### src/rtl/sv39_walker.sv
module sv39_walker #(
  parameter int ASID_W = 16,
  parameter int PA_W   = 56
) (
  input  logic              clk,
  input  logic              rst_n,
  input  logic              req_valid,
  output logic              req_ready,
  input  logic [38:0]       req_vaddr,
  input  logic [3:0]        ctl_mode,
  input  logic [ASID_W-1:0] ctl_asid,
  input  logic [PA_W-13:0]  ctl_root_ppn,
  output logic              mem_req_valid,
  input  logic              mem_req_ready,
  output logic [PA_W-1:0]   mem_req_addr,
  input  logic              mem_rsp_valid,
  input  logic [63:0]       mem_rsp_data,
  output logic              res_valid,
  output logic              res_fault,
  output logic              res_badmode,
  output logic [1:0]        res_level,
  output logic [PA_W-1:0]   res_paddr,
  output logic [63:0]       res_pte,
  output logic [ASID_W-1:0] res_asid
);
  localparam int PPN_W = PA_W - 12;
  localparam int VA_W  = 39;
  localparam int IDX_W = 9;

  typedef enum logic [1:0] {S_IDLE, S_REQ, S_WAIT, S_DONE} st_t;

  st_t               st;
  logic [VA_W-1:0]   va_q;
  logic [ASID_W-1:0] asid_q;
  logic [PA_W-1:0]   base_q;
  logic [1:0]        lvl_q;
  logic [IDX_W-1:0]  idx;

  wire accept = req_valid & req_ready;
  assign req_ready     = (st == S_IDLE) || (st == S_DONE);
  assign res_valid     = (st == S_DONE);
  assign mem_req_valid = (st == S_REQ);

  always_comb begin
    case (lvl_q)
      2'd2:    idx = va_q[38:30];
      2'd1:    idx = va_q[29:21];
      default: idx = va_q[20:12];
    endcase
  end

  assign mem_req_addr = base_q + {{(PA_W-IDX_W-3){1'b0}}, idx, 3'b000};

  wire             pte_v = mem_rsp_data[0];
  wire [2:0]       xwr   = mem_rsp_data[3:1];
  wire [PPN_W-1:0] ppn   = mem_rsp_data[10+PPN_W-1:10];
  wire             unused_bits = ^{mem_rsp_data[63:10+PPN_W], mem_rsp_data[9:4]};

  wire is_ptr   = (xwr == 3'b000);
  wire reserved = xwr[1] & ~xwr[0];
  wire misalign = ((lvl_q == 2'd2) && (|ppn[17:0])) ||
                  ((lvl_q == 2'd1) && (|ppn[8:0]));
  wire fault    = ~pte_v | reserved | (is_ptr && lvl_q == 2'd0) |
                  (~is_ptr && misalign);

  logic [PA_W-1:0] leaf_pa;
  always_comb begin
    case (lvl_q)
      2'd2:    leaf_pa = {ppn[PPN_W-1:18], va_q[29:0]};
      2'd1:    leaf_pa = {ppn[PPN_W-1:9],  va_q[20:0]};
      default: leaf_pa = {ppn, va_q[11:0]};
    endcase
  end

  always_ff @(posedge clk) begin
    if (!rst_n) begin
      st          <= S_IDLE;
      va_q        <= '0;
      asid_q      <= '0;
      base_q      <= '0;
      lvl_q       <= 2'd0;
      res_fault   <= 1'b0;
      res_badmode <= 1'b0;
      res_level   <= 2'd0;
      res_paddr   <= '0;
      res_pte     <= '0;
      res_asid    <= '0;
    end else begin
      case (st)
        S_IDLE, S_DONE: begin
          if (accept) begin
            va_q   <= req_vaddr;
            asid_q <= ctl_asid;
            if (ctl_mode == 4'd8) begin
              base_q <= {ctl_root_ppn, 12'b0};
              lvl_q  <= 2'd2;
              st     <= S_REQ;
            end else begin
              res_fault   <= (ctl_mode != 4'd0);
              res_badmode <= (ctl_mode != 4'd0);
              res_level   <= 2'd0;
              res_pte     <= '0;
              res_asid    <= ctl_asid;
              res_paddr   <= (ctl_mode == 4'd0) ?
                             {{(PA_W-VA_W){1'b0}}, req_vaddr} : '0;
              st          <= S_DONE;
            end
          end else begin
            st <= S_IDLE;
          end
        end
        S_REQ: if (mem_req_ready) st <= S_WAIT;
        S_WAIT: begin
          if (mem_rsp_valid) begin
            if (!fault && is_ptr) begin
              base_q <= {ppn, 12'b0};
              lvl_q  <= lvl_q - 2'd1;
              st     <= S_REQ;
            end else begin
              res_fault   <= fault;
              res_badmode <= 1'b0;
              res_level   <= lvl_q;
              res_pte     <= mem_rsp_data;
              res_asid    <= asid_q;
              res_paddr   <= fault ? '0 : leaf_pa;
              st          <= S_DONE;
            end
          end
        end
        default: st <= S_IDLE;
      endcase
    end
  end
endmodule

### config.mk
export PLATFORM = sky130hd
export DESIGN_NAME = sv39_walker
export DESIGN_NICKNAME = d
export VERILOG_FILES = /design/src/rtl/sv39_walker.sv
export SDC_FILE = /design/constraint.sdc
export NUM_CORES = 1
export LEC_CHECK = 0
export ABC_AREA = 1
export BUFFER_PORTS_ARGS = -buffer_cell sky130_fd_sc_hd__clkbuf_2
export CAP_MARGIN = 20
export CORE_MARGIN = 2
export CORE_UTILIZATION = 31
export DETAILED_ROUTE_END_ITERATION = 7
export GPL_TIMING_DRIVEN = 0
export PLACE_DENSITY_LB_ADDON = 0.15
export SLEW_MARGIN = 20
export SYNTH_ARGS = -nofsm -noshare
export SYNTH_HDL_FRONTEND = slang
export SYNTH_SLANG_ARGS = --single-unit
export TNS_END_PERCENT = 30
### constraint.sdc
create_clock -name clk -period 2.41 [get_ports clk]
set_input_delay 0.241 -clock clk [delete_from_list [all_inputs] [get_ports clk]]
set_output_delay 0.241 -clock clk [all_outputs]
set_load 0.05 [all_outputs]
==> results.ini <==
[critical_path]
critPathMaxStageDelay_ps = 380
reg2reg_slack_ps = 110
crit_arrival_ps = 2100
worstSetupPathType = reg2out
worst_r2r_endpoint = res_pte[32]
cp_slowest_cell = dfxtp_4
critPathLaunchType = flop
end_kind = output pin
timing.rr.start = st[0]
r2r_cells = 12
cp_max_fo = 10
worstPathCellList = inv_2, ha_4, buf_4, buf_6, o221ai_2, buf_8
crit_start = lvl_q[0]
cp_data_required_time_ps = 2170

[synth]
muxShareOfSynthArea = 0
synth-xor-area-share = 0
post-synth-top-area-cell = dfxtp_1
synthArstFlopShare = 0
yosysMostFrequentCell = nand2_1
yosys.area_share.simple = 0.203
yosys_most_used_dff = dfxtp_1
syn_area_mm2 = 0.0101
ys_top_cells_by_count = nand2_1, dfxtp_1, a21oi_1
postSynthAreaPerCell_um2 = 7.48
synth_compound_area_frac = 0.233
synth_cells = 1343
yosys_warnings = 0
synth_top_family_by_area = compound AO/OA/AOI/OAI gates
synth_top_cell_area_share = 0.484
yosys-top-cells-area = dfxtp_1, a21oi_1, nand2_1
synth_fa_ha_area_frac = 0.00747
synth-edff-count = 0
ys_seq_area_frac = 0.484
ys_types = 33
synth_seq_cells = 243

[sta]
hold_viol = 0
setup_viol = 0
worst_pin_slew_ps = 799
drv_slew = 0
whs_ps = 17.1
fin_crit_sh = 0.971
finClkSkew_ps = 14.6
fin_crit_ps = 2340
setup_ws_ps = 68.8
fmax_mhz = 427
rsz0062_at_grt = true
slew_headroom = 0.468
setup-tns-final_ps = 0

[drt]
final_antenna_net_count = 0
via_per_inst = 4.99
drt-total-wl_um = 42100
wl_per_cell_um = 18.5
drt_iter0_drc = 603
drtPass1Iterations = 5
drc = 0
vias = 11300

[floorplan]
initial_core_util = 0.317
die_w_um = 184
dieArea_mm2 = 0.0339
die_y_um = 184
io_pins = 371
core_mm2 = 0.0317
rows = 65

[global_route]
grt_pass1_vias = 10700
grt_max_degree = 15
grt_pass1_wl_um = 62500
antenna_found_initial = 1
grt_usage = 0.238
gr-total-overflow = 0

[min_path]
hold-path-endpoint = res_pte[23]
whs_path_depth = 3
min-delay-start = mem_rsp_data[23]
hp-class = in2reg

[placed_design]
dp_worst_setup_slack_ps = -285
gp_congestion = 0.849
place_area_mm2 = 0.0124
place_hpwl_um = 30900
port_buffers = 367

[clock_network]
cts_root_buf = clkbuf_16
clock-sinks = 243
h-tree-depth = 1
cts_buffers = 29
cts.path.max_buffers = 3
path_clk_slew_ps = 60
cts_tree = done
clk_latency_ps = 560

[finish]
syn2layout_area_growth_pct = 47.5
drive_gt1_frac = 0.268
fillCellCount = 3252
fin_area_mm2 = 0.0148
final_nets = 2028

[power_and_ir_drop]
power.density_mw_per_mm2 = 1610
p_leak_nw = 6.81
power.total_mw = 23.9
irDropWorstVdd_uv = 873

[flow_run]
max_cap_violations = 0

[run_status]
outcome = completed

## cells by family (layout without fill, tap and decap cells)
kind of cell | after synthesis | after routing
fa+ha+maj | 6 | 6
simple gates | 500 | 500
compound gates | 420 | 420
buf+inv | 173 | 700
flops | 243 | 243
other cells | 1 | 4
## per-layer routing
layer | global-route usage | up-vias | share of wire
li1 | - | 5567 | -
met1 | 0.310 | 5334 | 0.45
met4 | 0.0666 | 0 | 0.024
met3 | 0.0446 | 68 | 0.061
met5 | 0 | - | 0
met2 | 0.403 | 378 | 0.47
## report_power, final
group | switching [mW] | internal (mW)
clock network | 1.79 | 2.85
logic | 9.77 | 3.33
registers | 0.721 | 5.46
total | 12.3 | 11.6
## worst max path at each step
stage | end | slack (ps) | cells past startpoint
after floorplan | res_pte[27] | 120 | 11
after global placement | res_pte[30] | -240 | 12
after detailed placement | res_pte[31] | -290 | 12
after CTS | mem_req_addr[6] | 7 | 6
after global routing | res_pte[53] | -7 | 14
final | mem_req_addr[6] | 70 | 6
## worst max-delay path: cells and delay by family (launching register included)
| family | cells | cell delay [ps] |
|---|---|---|
| AO/OA/AOI/OAI | 1 | 290 |
| adder cells (fa/ha/maj) | 1 | 260 |
| buffers and inverters | 4 | 610 |
| flip-flops | 1 | 380 |
## flip-flops by register name, summed over array words and instances, names as in the netlist
register	cells
res_fault	1
va_q	39
asid_q	16
res_asid	16
st	2
res_level	2
res_badmode	1
res_pte	64
lvl_q	2
res_paddr	56
base_q	44
## stage by stage
| stage | util | cells |
|---|---|---|
| final | 0.467 | 2275 |
| after global routing | 0.467 | 2275 |
| after CTS | 0.465 | 2276 |
| after detailed placement | 0.391 | 2114 |
| after global placement | 0.391 | 2114 |
| after floorplan | - | 1345 |
## cell type report
| class | instances | area, um2 | area share |
|---|---|---|---|
| flip-flops and latches | 243 | 4870 | 0.328 |
| clock inverters | 9 | 126 | 0.00852 |
| well taps | 402 | 503 | 0.0339 |
| repair buffers | 477 | 3040 | 0.205 |
| diodes | 1 | 2.50 | 0.000169 |
| inverters | 61 | 241 | 0.0163 |
| clock buffers | 44 | 892 | 0.0602 |
| multi-input cells | 929 | 4600 | 0.310 |
| plain buffers | 109 | 558 | 0.0376 |
## cell usage in the layout (no fill, tap or decap), drive strengths merged, types with 2 or more instances in the layout
master and n:
nand4 30, buf 48, dlygate4sd3 108, o221ai 9, clkbuf 474, a211oi 28
dfxtp 243, or2 2, o22ai 17, nand3 49, o21ai 142, bufinv 3
inv 62, a21oi 204, nor2 167, clkinv 4, and2 2, nand2 249
ha 6, conb 3, o211a 18
## timing repair
action                                 CTS  global route
cloned                                   0             0
setup endpoints to repair              152           220
endpoints found under the hold margin  138             0
buffers inserted                         2             0
resized for setup                       60            43
hold buffers                           108             0
Note: power is estimated with default switching activity, not from simulation.
